**src/rtl/sirq_pkg.sv**
```systemverilog
package sirq_pkg;

    typedef enum logic [2:0] {
        ST_IDLE,
        ST_START,
        ST_SAMPLE,
        ST_RECOVER,
        ST_TURN,
        ST_STOP_WAIT,
        ST_STOP_LOW
    } sirq_state_e;

endpackage

```
**src/rtl/sirq_low_timer.sv**
```systemverilog
// Counts consecutive low samples of the serial wire; clears on a high sample.
module sirq_low_timer #(
    parameter int CNT_W = 4
) (
    input  logic             clk,
    input  logic             rst_n,
    input  logic             line_in,
    output logic [CNT_W-1:0] low_cnt
);
    localparam logic [CNT_W-1:0] CNT_TOP = {CNT_W{1'b1}};

    always_ff @(posedge clk or negedge rst_n) begin
        if (!rst_n) begin
            low_cnt <= '0;
        end else if (line_in) begin
            low_cnt <= '0;
        end else if (low_cnt != CNT_TOP) begin
            low_cnt <= low_cnt + 1'b1;
        end
    end
endmodule

```
**src/rtl/sirq_slot_map.sv**
```systemverilog
// Flattens the request inputs into slot order, merging SMI into its slot.
module sirq_slot_map #(
    parameter int NUM_ISA  = 16,
    parameter int NUM_PCI  = 4,
    parameter int SMI_SLOT = 2,
    localparam int NUM_SLOTS = NUM_ISA + NUM_PCI
) (
    input  logic [NUM_ISA-1:0]   isa_req,
    input  logic [NUM_PCI-1:0]   pci_req,
    input  logic                 smi_req,
    input  logic                 smi_on_slot,
    output logic [NUM_SLOTS-1:0] slot_vec
);
    for (genvar g = 0; g < NUM_ISA; g++) begin : g_isa
        if (g == SMI_SLOT) begin : g_merge
            assign slot_vec[g] = isa_req[g] | (smi_req & smi_on_slot);
        end else begin : g_plain
            assign slot_vec[g] = isa_req[g];
        end
    end

    for (genvar p = 0; p < NUM_PCI; p++) begin : g_pci
        assign slot_vec[NUM_ISA+p] = pci_req[p];
    end
endmodule

```
**src/rtl/sirq_frame_fsm.sv**
```systemverilog
// Frame sequencer: start detection, slot walk, stop wait.
module sirq_frame_fsm
    import sirq_pkg::*;
#(
    parameter int NUM_SLOTS = 20,
    parameter int START_MIN = 4,
    parameter int START_MAX = 8,
    parameter int CNT_W     = 4
) (
    input  logic                 clk,
    input  logic                 rst_n,
    input  logic                 line_in,
    input  logic [CNT_W-1:0]     low_cnt,
    input  logic [NUM_SLOTS-1:0] slot_vec,
    output logic                 line_oe,
    output logic                 line_drv
);
    localparam int IDX_W = $clog2(NUM_SLOTS);
    localparam logic [IDX_W-1:0] LAST_IDX = IDX_W'(NUM_SLOTS - 1);
    localparam logic [CNT_W-1:0] LEN_MIN  = CNT_W'(START_MIN);
    localparam logic [CNT_W-1:0] LEN_MAX  = CNT_W'(START_MAX);

    sirq_state_e      state_q, state_d;
    logic [IDX_W-1:0] idx_q;
    logic             drove_q;
    logic             cur_req;
    logic             len_ok;

    assign cur_req = slot_vec[idx_q];
    assign len_ok  = (low_cnt >= LEN_MIN) && (low_cnt <= LEN_MAX);

    // Next-state selection
    always_comb begin
        state_d = state_q;
        unique case (state_q)
            ST_IDLE:      if (!line_in) state_d = ST_START;
            ST_START:     if (line_in)  state_d = len_ok ? ST_SAMPLE : ST_IDLE;
            ST_SAMPLE:    state_d = ST_RECOVER;
            ST_RECOVER:   state_d = ST_TURN;
            ST_TURN:      state_d = (idx_q == LAST_IDX) ? ST_STOP_WAIT : ST_SAMPLE;
            ST_STOP_WAIT: if (!line_in) state_d = ST_STOP_LOW;
            ST_STOP_LOW:  if (line_in)  state_d = ST_IDLE;
            default:      state_d = ST_IDLE;
        endcase
    end

    // State register with slot index and sample memory
    always_ff @(posedge clk or negedge rst_n) begin
        if (!rst_n) begin
            state_q <= ST_IDLE;
            idx_q   <= '0;
            drove_q <= 1'b0;
        end else begin
            state_q <= state_d;
            if (state_q == ST_START) begin
                idx_q <= '0;
            end else if (state_q == ST_TURN && idx_q != LAST_IDX) begin
                idx_q <= idx_q + 1'b1;
            end
            if (state_q == ST_SAMPLE) begin
                drove_q <= cur_req;
            end
        end
    end

    // Output decode
    always_comb begin
        line_oe  = 1'b0;
        line_drv = 1'b1;
        unique case (state_q)
            ST_SAMPLE: begin
                line_oe  = cur_req;
                line_drv = 1'b0;
            end
            ST_RECOVER: begin
                line_oe  = drove_q;
                line_drv = 1'b1;
            end
            default: begin
                line_oe  = 1'b0;
                line_drv = 1'b1;
            end
        endcase
    end
endmodule

```
**src/rtl/sirq_frame_enc.sv**
```systemverilog
module sirq_frame_enc #(
    parameter int NUM_ISA   = 16,
    parameter int NUM_PCI   = 4,
    parameter int SMI_SLOT  = 2,
    parameter int START_MIN = 4,
    parameter int START_MAX = 8
) (
    input  logic               clk,
    input  logic               rst_n,
    input  logic               sio_in,
    input  logic [NUM_ISA-1:0] isa_req,
    input  logic [NUM_PCI-1:0] pci_req,
    input  logic               smi_req,
    input  logic               smi_on_irq2,
    output logic               sio_oe,
    output logic               sio_drv
);
    localparam int NUM_SLOTS = NUM_ISA + NUM_PCI;
    localparam int CNT_W     = $clog2(START_MAX + 2);

    logic [CNT_W-1:0]     low_cnt;
    logic [NUM_SLOTS-1:0] slot_vec;

    sirq_low_timer #(.CNT_W(CNT_W)) u_timer (
        .clk     (clk),
        .rst_n   (rst_n),
        .line_in (sio_in),
        .low_cnt (low_cnt)
    );

    sirq_slot_map #(
        .NUM_ISA  (NUM_ISA),
        .NUM_PCI  (NUM_PCI),
        .SMI_SLOT (SMI_SLOT)
    ) u_map (
        .isa_req     (isa_req),
        .pci_req     (pci_req),
        .smi_req     (smi_req),
        .smi_on_slot (smi_on_irq2),
        .slot_vec    (slot_vec)
    );

    sirq_frame_fsm #(
        .NUM_SLOTS (NUM_SLOTS),
        .START_MIN (START_MIN),
        .START_MAX (START_MAX),
        .CNT_W     (CNT_W)
    ) u_fsm (
        .clk      (clk),
        .rst_n    (rst_n),
        .line_in  (sio_in),
        .low_cnt  (low_cnt),
        .slot_vec (slot_vec),
        .line_oe  (sio_oe),
        .line_drv (sio_drv)
    );
endmodule

```
**config.mk**
```make
export PLATFORM = sky130hd
export DESIGN_NAME = sirq_frame_enc
export DESIGN_NICKNAME = d
export VERILOG_FILES = /design/src/rtl/sirq_pkg.sv /design/src/rtl/sirq_low_timer.sv /design/src/rtl/sirq_slot_map.sv /design/src/rtl/sirq_frame_fsm.sv /design/src/rtl/sirq_frame_enc.sv
export SDC_FILE = /design/constraint.sdc
export NUM_CORES = 1
export LEC_CHECK = 0
export BUFFER_PORTS_ARGS = -buffer_cell sky130_fd_sc_hd__buf_2
export CAP_MARGIN = 20
export CORE_ASPECT_RATIO = 1.25
export CORE_MARGIN = 8
export CORE_UTILIZATION = 46
export DETAILED_ROUTE_END_ITERATION = 6
export GPL_ROUTABILITY_DRIVEN = 0
export PLACE_DENSITY = 0.85
export SLEW_MARGIN = 20
export SYNTH_ARGS = -nofsm -noshare
export SYNTH_HDL_FRONTEND = slang
export SYNTH_SLANG_ARGS = --single-unit
```
**constraint.sdc**
```tcl
create_clock -name clk -period 1.8 [get_ports clk]
set_input_delay 0.27 -clock clk [delete_from_list [all_inputs] [get_ports clk]]
set_output_delay 0.27 -clock clk [all_outputs]
set_load 0.01 [all_outputs]
```
Word-level counts from Yosys, hierarchy flattened --
Cells that the tools add are included.
Word-level totals: output and inout port bits 2, word-level logic and storage cells 45, register bits 13, input port bits 25
Operators by class: muxes and demuxes 15, reductions and logical operators 6, $lt $le $gt $ge 3, equality and inequality tests 13, bitwise operators 2, add/sub/neg operators 2
Operators with widths (number):
- case mux 3 bit (7 select lines) | 1
- two-way mux 3 bit | 5
- two-way mux 5 bit | 2
- == test 3 bit, second input constant | 3
- two-way mux 4 bit | 2
- inequality test 2 bit, second input constant | 4
- == test 3 x 2 -> 1 bit, second input constant | 2
- < comparator 5 x 6 -> 1 bit, second input constant | 1
- adder 5 x 1 -> 5 bit, second input constant | 1
- binary-select mux 1 bit (select 5 bit) | 1
- == test 5 bit, second input constant | 1
- inequality test 5 bit, second input constant | 1
- adder 4 x 1 -> 4 bit, second input constant | 1
- >= comparator 4 x 3 -> 1 bit, second input constant | 1
- less-or-equal comparator 4 bit, second input constant | 1
- inequality test 4 bit, second input constant | 1
- AND reduction 4 bit | 1
- nonzero test 2 bit | 2
- == test 3 x 1 -> 1 bit, second input constant | 1
- logical NOT 3 bit | 1
- logical AND 1 bit | 2
- two-way mux 1 bit | 2
- two-way mux 2 bit | 1
- case mux 1 bit (2 select lines) | 1
- 2 further kinds | 2

Longest topological paths before layout --
Gate-level depths: netlist of run 1.
word-level depth 5, depth in mapped cells 6, gate-level depth less buffers 6

By module --
From an unflattened synthesis of run 1, not the netlist that was laid out.
Unflattened totals: cells, all modules 127, area, all modules 1182.4 um^2
Modules (own cells, without submodules):
- sirq_frame_fsm | instances 1, area an instance 818.3 um^2, cells each 88, seq. area each 225.2 um^2
- sirq_low_timer | instances 1, area an instance 214.0 um^2, cells each 19, seq. area each 100.1 um^2
- sirq_slot_map | instances 1, area an instance 150.1 um^2, cells each 20, seq. area each 0.0 um^2

Worst setup path after synthesis of run 1 --
No wires, ideal clock.
path kind register to output, start point reg u_fsm.state_q[0], end point out sio_oe, stages on the path, launching flop included 6, setup slack -0.190 ns, buffers on the path 1, arrival 1.720 ns, path through dfrtp_1 buf_6 or3b_1 a211o_1 a2111oi_2 a311o_1
Between the ends: cells in the longest elaborated chain, start to end 2, elaborated cells between the ends (all ways) 3, classes of those cells 2 x eq/ne; 1 x mux
RTL lines:
- start: declaration | line sirq_frame_fsm.sv:23 | sirq_state_e state_q, state_d;
- start signal: assignment | line sirq_frame_fsm.sv:54 | state_q <= state_d;
- == test 3 x 2 -> 1 bit | line sirq_frame_fsm.sv:70 | unique case (state_q)
- case mux 1 bit (2 select lines) * | line sirq_frame_fsm.sv:70
- end: declaration | line sirq_frame_enc.sv:15 | output logic sio_oe,
Every way passes the cells marked *; elsewhere a longest branch is shown, timed or not.

Worst setup path after layout of run 1 --
start point reg u_fsm.idx_q[1], end point out sio_oe
Between the ends: cells in the longest elaborated chain, start to end 3
RTL lines:
- start: declaration | line sirq_frame_fsm.sv:24 | logic [IDX_W-1:0] idx_q;
- start signal: assignment | line sirq_frame_fsm.sv:58 | idx_q <= idx_q + 1'b1;
- binary-select mux 1 bit (select 5 bit) | line sirq_frame_fsm.sv:29 | assign cur_req = slot_vec[idx_q];
- two-way mux 1 bit (implied by the code) | line sirq_frame_fsm.sv:29
- case mux 1 bit (2 select lines) | line sirq_frame_fsm.sv:70
Every way passes these cells. The select of a mux whose other input is x is not followed.

==> metrics.csv, run 1 <==
stage,metric,value,unit
critical_path,WP depth,5,
synthesis,net count after synthesis,125,
placement,placed cell areas,0.00116,mm^2
cts,Clock Root Buffer,clkbuf_4,
floorplan,I/O pin count,27,
route,Vias,906,
outcome,status,"complete, but fails checks",
critical_path,kind of cell adding the most delay to the critical path,multiplexers,
sta,clock skew,0.000803,ns
critical_path,Setup crit end kind,output port,
worst_hold_path,Hold Crit Class,primary input to flip-flop,
cts,CTS tree,done,
power,Comb pwr share,0.119,
sta,"Slew Viols, Final",0,
critical_path,crit path from,u_fsm.idx_q[1]$_DFFE_PN0P_,
synthesis,post-synth top area share,0.340,
placement,number of buffers added on ports,26,
synthesis,synth warn,0,
sta,Slew HR,0.594,
synthesis,synth cell count leaders,"dfrtp_1 (13), nor2_1 (13), mux2i_1 (6), nand3_1 (6), xor2_1 (6)",
cts,clock buffer depth,2,
final_layout,NumNets Final,160,
grt,first-pass GRT wire length,4090,um
sta,"Hold Violations, Final",0,
power,sw power,139,uW
cts,Clock Pin Slew Worst Setup and Hold Paths,0.08,ns
power,LEAKAGE,0.000573,uW
placement,Post-Place Cells,146,
cts,clock latency on the worst-skew pair,0.28,ns
synthesis,ys flop type,dfrtp_1,
critical_path,"slowest stage cell, crit path",mux4_2,
route,DR WL/cell,15.9,um
final_layout,fraction of layout cells with a size suffix above 1,0.382,
cts,cts bufs inserted,3,
sta,setup TNS,-0.524,ns
synthesis,Mapped Avg Cell Area,9.87,um^2
floorplan,Core ar.,0.00198,mm^2
critical_path,cells along the critical path,mux2i_1 > mux4_2 > a2111oi_4 > a311o_1 > buf_2,
critical_path,critical path data required time,1.53,ns
synthesis,cell taking the most area after synthesis,dfrtp_1,
sta,fin worst setup slack,-0.524,ns
power,Reg power frac,0.547,
final_layout,Layout Utilization,0.614,
sta,maximum clock rate,0.430,GHz
floorplan,Die ar.,0.00381,mm^2
final_layout,final std cells w/o fill,151,
final_layout,Area Overhead vs Synth,27.1,%
job,Max-cap violations,0,
power,maximum vdd drop,0.000432,V
floorplan,num rows,18,
synthesis,"Async S/R FF share, synth",1.00,
sta,min cycle time layout,2.32,ns
power,internal cell power,422,uW
critical_path,crit-path max cell delay,0.50,ns
floorplan,chip height,67,um
sta,worst slew pin tran,0.608,ns
cts,H-Tree Depth,1,
synthesis,Mapped Area,957,um^2
cts,post-CTS setup buffer count,0,
critical_path,CP startpoint kind,flip-flop,
power,Switching Share,0.247,
synthesis,Cell variety after synth,37,
power,Clock power frac,0.334,
synthesis,synthesis-stage register bit count,13,
route,Vias/cell,6.00,
grt,initial antenna violation count,0,
outcome,failing checks,setup timing,
critical_path,arrival time worst endpoint,2.05,ns
final_layout,fill count,164,
power,Pwr Density,461,mW/mm^2
grt,gr ovfl total,0,
final_layout,Multi-input gate area,607,um^2
route,final wirelength,2400,um
route,DRT iter0 DRCs,17,
cts,CTS sink cnt,13,
route,remaining antenna violation count after routing,0,
synthesis,Post-synth EDFFs,0,
sta,Final setup viols,1,
final_layout,antenna fix cells,0,
grt,gr usage total,0.134,
synthesis,"top cells by area, synth","dfrtp_1 (34%), mux2i_1 (6.3%), mux4_1 (5.5%)",
synthesis,synthesized instance count,97,
critical_path,worst path bufs/invs,1,
critical_path,Setup crit end,sio_oe,
synthesis,sequential area share after synthesis,0.340,
critical_path,worst reg2reg path depth,4,
sta,RSZ-0062 raised after global routing,yes,
critical_path,worst reg2reg endpoint,u_fsm.drove_q$_DFFE_PN0P_,
route,Residual DRC,0,
final_layout,sequential cell area,328,um^2
final_layout,fin area,0.00122,mm^2
floorplan,Initial Util,0.483,
sta,Hold Worst Slack,0.253,ns
critical_path,CP Max Fanout,5,
floorplan,Die W,56.8,um
grt,pin count of the biggest net entering global routing,14,
route,Pre-antenna DRT Iters,4,
critical_path,WS Path Type,flip-flop to output port,
placement,Final HPWL DP,1930,um
critical_path,r2r setup slk,0.07,ns
critical_path,Worst R2R Start,u_fsm.idx_q[0]$_DFFE_PN0P_,
grt,vias in the first global route,901,
sta,Tcrit/Tclk final,1.29,
kinds of logic after synthesis:
kind of cell,Yosys count,share of synthesized area
fa+ha+maj,3,0.0392
compound gates,16,0.133
simple gates,39,0.222
xor+xnor,7,0.0641
mux,9,0.141
flops,13,0.340
buf+inv,10,0.0601
metal layers:
layer	share of wire	wire (um)	global-route usage	vias to the layer above
li1	-	-	-	425
met1	0.37	888	0.130	444
met2	0.50	1210	0.239	33
met3	0.11	256	0.0532	4
met4	0.020	47	0.0735	0
met5	0	0	0	-
per-stage QoR:
| step | power, uW | setup WS, ns |
|---|---|---|
| after floorplan | 340 | -0.118 |
| after global placement | 373 | -0.158 |
| after detailed placement | 378 | -0.270 |
| after CTS | 560 | -0.539 |
| after global routing | 579 | -0.632 |
| final | 561 | -0.524 |
worst min path at each step:
| stage | end | from | slack, ns | cells after the start |
|---|---|---|---|---|
| finish | u_timer.low_cnt[0]$_DFFE_PN0P_ | sio_in | 0.25 | 2 |
| global placement | u_timer.low_cnt[1]$_DFFE_PN0P_ | rst_n | 0.17 | 1 |
| floorplan | u_fsm.drove_q$_DFFE_PN0P_ | rst_n | -0.03 | 0 |
| detailed placement | u_timer.low_cnt[1]$_DFFE_PN0P_ | rst_n | 0.18 | 1 |
| CTS | u_timer.low_cnt[0]$_DFFE_PN0P_ | sio_in | 0.26 | 2 |
| global route | u_timer.low_cnt[0]$_DFFE_PN0P_ | sio_in | 0.28 | 2 |
worst register-to-register path, delay by kind of cell, from the launching register on:
kind,cells,cell delay (ns)
flops,1,0.42
simple gates,1,0.29
mux,1,0.53
compound gates,2,0.38
power by group through the flow:
stage | Clock [uW] | Sequential, uW | Combinational [uW]
2_1_floorplan | 0 | 311 | 29.2
3_3_place_gp | 0 | 312 | 61.3
3_5_place_dp | 0 | 313 | 65.4
4_1_cts | 185 | 307 | 67.7
5_1_grt | 195 | 308 | 75.5
6_report | 187 | 307 | 66.4
placed cells by master, fill, tap and decap left out, types with 3 or more instances in the layout:
cell	instances
buf_2	26
buf_4	11
clkbuf_4	3
dfrtp_1	11
ha_1	3
mux2i_1	6
nand2_1	4
nand3_1	6
nor2_1	13
nor2b_1	3
o22ai_1	3
xor2_1	6
cell type report:
cell class / count / area share
multi-input combinational: 74 / 0.499
timing repair buffer: 38 / 0.183
clock buffer: 4 / 0.0216
inverter: 2 / 0.00617
tap: 20 / 0.0206
sequential: 13 / 0.270
registers in the layout, indices dropped and copies added, names as in the netlist:
| name | cells |
|---|---|
| u_fsm.idx_q | 5 |
| u_fsm.drove_q | 1 |
| u_fsm.state_q | 3 |
| u_timer.low_cnt | 4 |
timing repair:
action,in CTS,in global routing
hold endpoints to repair,13,0
hold buffers,1,0
setup endpoints to repair,3,8
resized for setup,2,3
Note: power is estimated with default switching activity, not from simulation.
==> inputs of run 2 (changes only) <==
CORE_UTILIZATION = 51   (was 46)
GPL_TIMING_DRIVEN = 0   (was not set)
PLACE_DENSITY = 0.88   (was 0.85)
clock period = 2.6 ns   (was 1.8 ns; I/O delays follow)
==> run 2 against run 1 <==
  * The run now ends clean
  * Via count shrank 8.7%
  * Die area fell by 7.3%
  * Register-to-register slack gained 0.76 ns
  * Critical path type unchanged
==> metrics.csv, run 2 (same netlist as run 1, synthesis figures left out) <==
stage,metric,value,unit,change
grt,gr ovfl total,0,,unchanged
critical_path,r2r setup slk,0.83,ns,was 0.07 ns
cts,H-Tree Depth,1,,unchanged
power,LEAKAGE,0.000543,uW,was 0.000573 uW
floorplan,chip height,64.4,um,was 67 um
route,DR WL/cell,14.9,um,was 15.9 um
cts,cts bufs inserted,3,,unchanged
sta,Slew HR,0.627,,was 0.594
final_layout,Area Overhead vs Synth,21.3,%,was 27.1%
critical_path,cells along the critical path,buf_6 > mux4_2 > nor3b_2 > a2111oi_4 > a311o_1 > buf_2,,was mux2i_1 > mux4_2 > a2111oi_4 > a311o_1 > buf_2
final_layout,Reg with most FFs,u_fsm.idx_q,,unchanged
critical_path,Worst R2R Start,u_fsm.idx_q[0]$_DFFE_PN0P_,,unchanged
floorplan,Die ar.,0.00353,mm^2,was 0.00381 mm^2
floorplan,Initial Util,0.542,,was 0.483
outcome,status,completed,,"was complete, but fails checks"
grt,vias in the first global route,876,,was 901
route,Residual DRC,0,,unchanged
final_layout,biggest regs,"u_fsm.idx_q: 5 flops, u_timer.low_cnt: 4 flops, u_fsm.state_q: 3 flops",,unchanged
critical_path,crit-path max cell delay,0.51,ns,was 0.50 ns
grt,first-pass GRT wire length,3620,um,was 4090 um
cts,CTS sink cnt,13,,unchanged
final_layout,"commonest non-fill, non-tap cells in the layout","buf_2 (25), nor2_1 (13), dfrtp_1 (13)",,"was buf_2 (26), nor2_1 (13), buf_4 (11), dfrtp_1 (11)"
sta,"Hold Violations, Final",0,,unchanged
critical_path,Setup crit end kind,output port,,unchanged
worst_hold_path,hold path start,sio_in,,unchanged
critical_path,CP startpoint kind,flip-flop,,unchanged
route,final wirelength,2180,um,was 2400 um
worst_hold_path,hold path depth,2,,unchanged
route,DRT iter0 DRCs,17,,unchanged
final_layout,sequential cell area,325,um^2,was 328 um^2
placement,Placement Setup Slack,0.250,ns,was -0.270 ns
cts,clock latency on the worst-skew pair,0.28,ns,about the same
final_layout,Multi-input gate area,583,um^2,was 607 um^2
final_layout,antenna fix cells,0,,unchanged
cts,CTS tree,done,,unchanged
sta,fin worst setup slack,0.0612,ns,was -0.524 ns
final_layout,NumNets Final,156,,was 160
critical_path,worst reg2reg path depth,5,,was 4
route,remaining antenna violation count after routing,0,,unchanged
critical_path,worst path bufs/invs,2,,was 1
critical_path,arrival time worst endpoint,2.15,ns,was 2.05 ns
power,maximum vdd drop,0.000244,V,was 0.000432 V
critical_path,WS Path Type,flip-flop to output port,,unchanged
critical_path,"slowest stage cell, crit path",mux4_2,,unchanged
final_layout,fill count,140,,was 164
critical_path,worst reg2reg endpoint,u_fsm.drove_q$_DFFE_PN0P_,,unchanged
cts,Clock Pin Slew Worst Setup and Hold Paths,0.08,ns,about the same
floorplan,Core ar.,0.00177,mm^2,was 0.00198 mm^2
route,Vias/cell,5.66,,was 6.00
job,Max-cap violations,0,,unchanged
worst_hold_path,Hold Crit Class,primary input to flip-flop,,unchanged
route,Vias,827,,was 906
sta,Final setup viols,0,,was 1
sta,setup TNS,0,ns,was -0.524 ns
final_layout,Layout Utilization,0.658,,was 0.614
sta,maximum clock rate,0.394,GHz,
floorplan,I/O pin count,27,,unchanged
route,Pre-antenna DRT Iters,4,,unchanged
sta,clock skew,0.0116,ns,was 0.000803 ns
sta,RSZ-0062 raised after global routing,no,,was yes
sta,Tcrit/Tclk final,0.976,,
grt,gr usage total,0.132,,was 0.134
grt,initial antenna violation count,0,,unchanged
critical_path,CP Max Fanout,8,,was 5
floorplan,Die W,54.8,um,was 56.8 um
floorplan,num rows,17,,was 18
cts,clock buffer depth,2,,unchanged
critical_path,WP depth,6,,was 5
final_layout,Largest register FFs,5,,unchanged
critical_path,critical path data required time,2.21,ns,was 1.53 ns
power,Pwr Density,330,mW/mm^2,was 461 mW/mm^2
sta,min cycle time layout,2.54,ns,
worst_hold_path,Hold EP,u_timer.low_cnt[1]$_DFFE_PN0P_,,was u_timer.low_cnt[0]$_DFFE_PN0P_
grt,pin count of the biggest net entering global routing,14,,unchanged
final_layout,fraction of layout cells with a size suffix above 1,0.299,,was 0.382
final_layout,"commonest non-fill, non-tap cell in the layout",buf_2,,unchanged
sta,worst slew pin tran,0.559,ns,was 0.608 ns
placement,Final HPWL DP,1720,um,was 1930 um
placement,number of buffers added on ports,25,,was 26
cts,Clock Root Buffer,clkbuf_4,,unchanged
critical_path,kind of cell adding the most delay to the critical path,multiplexers,,unchanged
sta,"Slew Viols, Final",0,,unchanged
[run 2: cell type report]
class / instances / area share
clock buffer: 4 / 0.0226
multi-input combinational: 74 / 0.502
sequential: 13 / 0.280
timing repair buffer: 27 / 0.123
inverter: 2 / 0.00647
buffer: 7 / 0.0453
tap: 19 / 0.0205
[run 2: worst max path at each step]
stage             end  slack, ns                    startpoint
2_1_floorplan  sio_oe       0.49  u_fsm.state_q[0]$_DFFE_PN0P_
3_3_place_gp   sio_oe       0.29    u_fsm.idx_q[2]$_DFFE_PN0P_
3_5_place_dp   sio_oe       0.25    u_fsm.idx_q[2]$_DFFE_PN0P_
4_1_cts        sio_oe       0.05    u_fsm.idx_q[1]$_DFFE_PN0P_
5_1_grt        sio_oe      0.005    u_fsm.idx_q[0]$_DFFE_PN0P_
6_report       sio_oe       0.06    u_fsm.idx_q[0]$_DFFE_PN0P_
[run 2: what timing repair did]
item,CTS,global route
pin swaps,1,1
hold buffers,1,0
gates resized for setup,4,0
setup buffers,1,0
setup endpoints to repair,1,1
hold endpoints to repair,13,0
[run 2: metal layers]
layer  global-route usage  up-vias  part of all wire
met5                    0        -                 0
met4               0.0463        0             0.016
met3               0.0228        5             0.078
met2                0.243       24              0.51
met1                0.139      385              0.39
li1                     -      413                 -
[run 2: power breakdown]
group	internal [uW]	leakage (uW)	switching [uW]
combinational	25.7	0.000360	19.5
sequential	207	0.000168	5.99
clock	59.6	0.0000150	65.7
[run 2: per-stage QoR]
step           total power (uW)  instance area (um^2)  hold WS, ns  cells
6_report                    383                  1160        0.445    146
5_1_grt                     401                  1160        0.468    146
4_1_cts                     386                  1160        0.461    146
3_5_place_dp                261                  1110        0.295    141
3_3_place_gp                257                  1110        0.296    141
2_1_floorplan               235                   957       0.0944     97
==> inputs of run 3 (changes only) <==
--- a/constraint.sdc
+++ b/constraint.sdc
@@ -3,2 +3,2 @@
 set_output_delay 0.39 -clock clk [all_outputs]
-set_load 0.01 [all_outputs]
+set_load 0.05 [all_outputs]
==> run 3 against run 2 <==
  * Clock skew shrank 0.0052 ns
  * Maximum frequency grew 1.0%
  * Clock-buffer cell count is the same
  * Worst hold slack gained 0.014 ns
  * First-iteration DRC count grew 47%
  * Combinational power grew 3%
  * Routed wire length grew 6.4%
  * Flip-flop and latch count is the same
  * Final cell count grew 0.68%
  * Design area grew 2.4%
  * Setup slack gained 0.026 ns
  * Highest routed layer unchanged
==> metrics.csv, run 3 (same netlist as run 1, synthesis figures left out) <==
stage,metric,value,unit,change
power,Pwr Density,320,mW/mm^2,was 330 mW/mm^2
route,Vias/cell,5.86,,was 5.66
final_layout,Reg with most FFs,u_fsm.idx_q,,unchanged
cts,CTS tree,done,,unchanged
critical_path,WS Path Type,flip-flop to output port,,unchanged
critical_path,Setup crit end kind,output port,,unchanged
grt,pin count of the biggest net entering global routing,14,,unchanged
cts,H-Tree Depth,1,,unchanged
final_layout,antenna fix cells,0,,unchanged
sta,worst slew pin tran,0.604,ns,was 0.559 ns
placement,number of buffers added on ports,25,,unchanged
power,Comb pwr share,0.123,,was 0.118
route,DRT iter0 DRCs,25,,was 17
power,internal cell power,292,uW,about the same
cts,clock buffer depth,2,,unchanged
critical_path,Worst R2R Start,u_fsm.idx_q[0]$_DFFE_PN0P_,,unchanged
route,remaining antenna violation count after routing,0,,unchanged
sta,clock skew,0.00644,ns,was 0.0116 ns
worst_hold_path,Hold Crit Class,primary input to flip-flop,,unchanged
grt,gr ovfl total,0,,unchanged
sta,"Hold Violations, Final",0,,unchanged
cts,cts bufs inserted,3,,unchanged
critical_path,CP Max Fanout,4,,was 8
floorplan,Die W,54.8,um,unchanged
sta,"Slew Viols, Final",0,,unchanged
sta,setup TNS,0,ns,unchanged
sta,min cycle time layout,2.51,ns,was 2.54 ns
sta,Final setup viols,0,,unchanged
final_layout,NumNets Final,157,,was 156
final_layout,fraction of layout cells with a size suffix above 1,0.320,,was 0.299
final_layout,Largest register FFs,5,,unchanged
grt,first-pass GRT wire length,3390,um,was 3620 um
critical_path,arrival time worst endpoint,2.12,ns,was 2.15 ns
sta,Tcrit/Tclk final,0.966,,was 0.976
sta,RSZ-0062 raised after global routing,no,,unchanged
job,Max-cap violations,0,,unchanged
grt,gr usage total,0.126,,was 0.132
floorplan,chip height,64.4,um,unchanged
outcome,status,completed,,unchanged
power,LEAKAGE,0.000551,uW,was 0.000543 uW
route,Pre-antenna DRT Iters,4,,unchanged
route,DR WL/cell,15.8,um,was 14.9 um
final_layout,biggest regs,"u_fsm.idx_q: 5 flops, u_timer.low_cnt: 4 flops, u_fsm.state_q: 3 flops",,unchanged
final_layout,"commonest non-fill, non-tap cell in the layout",buf_2,,unchanged
power,sw power,88.8,uW,was 91.2 uW
floorplan,I/O pin count,27,,unchanged
floorplan,Initial Util,0.542,,unchanged
floorplan,num rows,17,,unchanged
final_layout,"commonest non-fill, non-tap cells in the layout","buf_2 (24), nor2_1 (13), dfrtp_1 (13)",,"was buf_2 (25), nor2_1 (13), dfrtp_1 (13)"
cts,CTS sink cnt,13,,unchanged
placement,Final HPWL DP,1740,um,was 1720 um
route,final wirelength,2320,um,was 2180 um
power,Switching Share,0.233,,was 0.238
critical_path,critical path data required time,2.21,ns,about the same
floorplan,Core ar.,0.00177,mm^2,unchanged
worst_hold_path,hold path start,sio_in,,unchanged
cts,clock latency on the worst-skew pair,0.28,ns,about the same
power,maximum vdd drop,0.000209,V,was 0.000244 V
sta,Slew HR,0.596,,was 0.627
power,Clock power frac,0.319,,was 0.327
power,Reg power frac,0.558,,was 0.555
grt,vias in the first global route,823,,was 876
critical_path,crit path from,u_fsm.idx_q[0]$_DFFE_PN0P_,,unchanged
final_layout,Layout Utilization,0.673,,was 0.658
sta,maximum clock rate,0.398,GHz,was 0.394 GHz
floorplan,Die ar.,0.00353,mm^2,unchanged
final_layout,Area Overhead vs Synth,24.2,%,was 21.3%
grt,initial antenna violation count,0,,unchanged
cts,Clock Pin Slew Worst Setup and Hold Paths,0.08,ns,about the same
critical_path,CP startpoint kind,flip-flop,,unchanged
cts,Clock Root Buffer,clkbuf_4,,unchanged
route,Residual DRC,0,,unchanged
route,Vias,861,,was 827
==> run 3: cell count changes in the layout (fill, tap and decap cells not counted), sizes merged <==
cell / change
buf: +1
==> run 3: what timing repair did <==
action,CTS,global route
setup endpoints to repair,1,1
cloned,0,0
hold buffers,1,0
hold endpoints to repair,13,0
pin swaps,0,3
resized for setup,6,3
setup buffers,0,2
==> run 3: worst paths after layout <==
path	endpoint	cells past startpoint	slack, ns
max in group asynchronous	u_timer.low_cnt[3]$_DFFE_PN0P_	2	1.84
hold / removal	u_timer.low_cnt[1]$_DFFE_PN0P_	2	0.46
setup reg to reg	u_fsm.drove_q$_DFFE_PN0P_	5	0.85
min in group asynchronous	u_fsm.idx_q[3]$_DFFE_PN0P_	2	0.53
setup / recovery	sio_oe	6	0.09
hold reg to reg	u_fsm.drove_q$_DFFE_PN0P_	1	0.52
==> run 3: final cells by class <==
cell class / count / area (um^2)
inverters: 2 / 7.51
well taps: 19 / 23.8
multi-input cells: 74 / 593
clock buffers: 4 / 26.3
fillers: 147 / 577
repair buffers: 28 / 160
plain buffers: 7 / 52.6
flip-flops and latches: 13 / 325
==> run 3: layer usage <==
layer,global-route usage,wire length (um),up-vias
met3,0.0274,179,4
met2,0.213,1220,31
met1,0.132,886,412
li1,-,-,414
met4,0.0772,34,0
met5,0,0,-
==> run 3: critical path, cell delays in order (launching register included) <==
cell       delay [ns]
dfrtp_1          0.37
buf_6            0.12
mux4_2           0.53
nor3b_4          0.24
a2111oi_4        0.08
a311o_2          0.34
buf_8            0.16
==> run 3: power by group through the flow <==
stage / clock network [uW] / logic [uW] / registers [uW]
6_report: 122 / 46.7 / 213
5_1_grt: 137 / 51.7 / 214
4_1_cts: 128 / 46.6 / 213
3_5_place_dp: 0 / 44.4 / 217
3_3_place_gp: 0 / 41.5 / 216
2_1_floorplan: 0 / 19.8 / 215
==> run 3: metrics by stage <==
step / instances / setup WS (ns) / total power [uW] / hold slack [ns] / cell area [um^2]
4_1_cts: 145 / 0.00308 / 388 / 0.440 / 1160
5_1_grt: 147 / 0.0198 / 402 / 0.479 / 1190
3_5_place_dp: 141 / 0.187 / 261 / 0.293 / 1110
3_3_place_gp: 141 / 0.192 / 258 / 0.287 / 1110
6_report: 147 / 0.0873 / 381 / 0.459 / 1190
2_1_floorplan: 97 / 0.141 / 235 / 0.0944 / 958
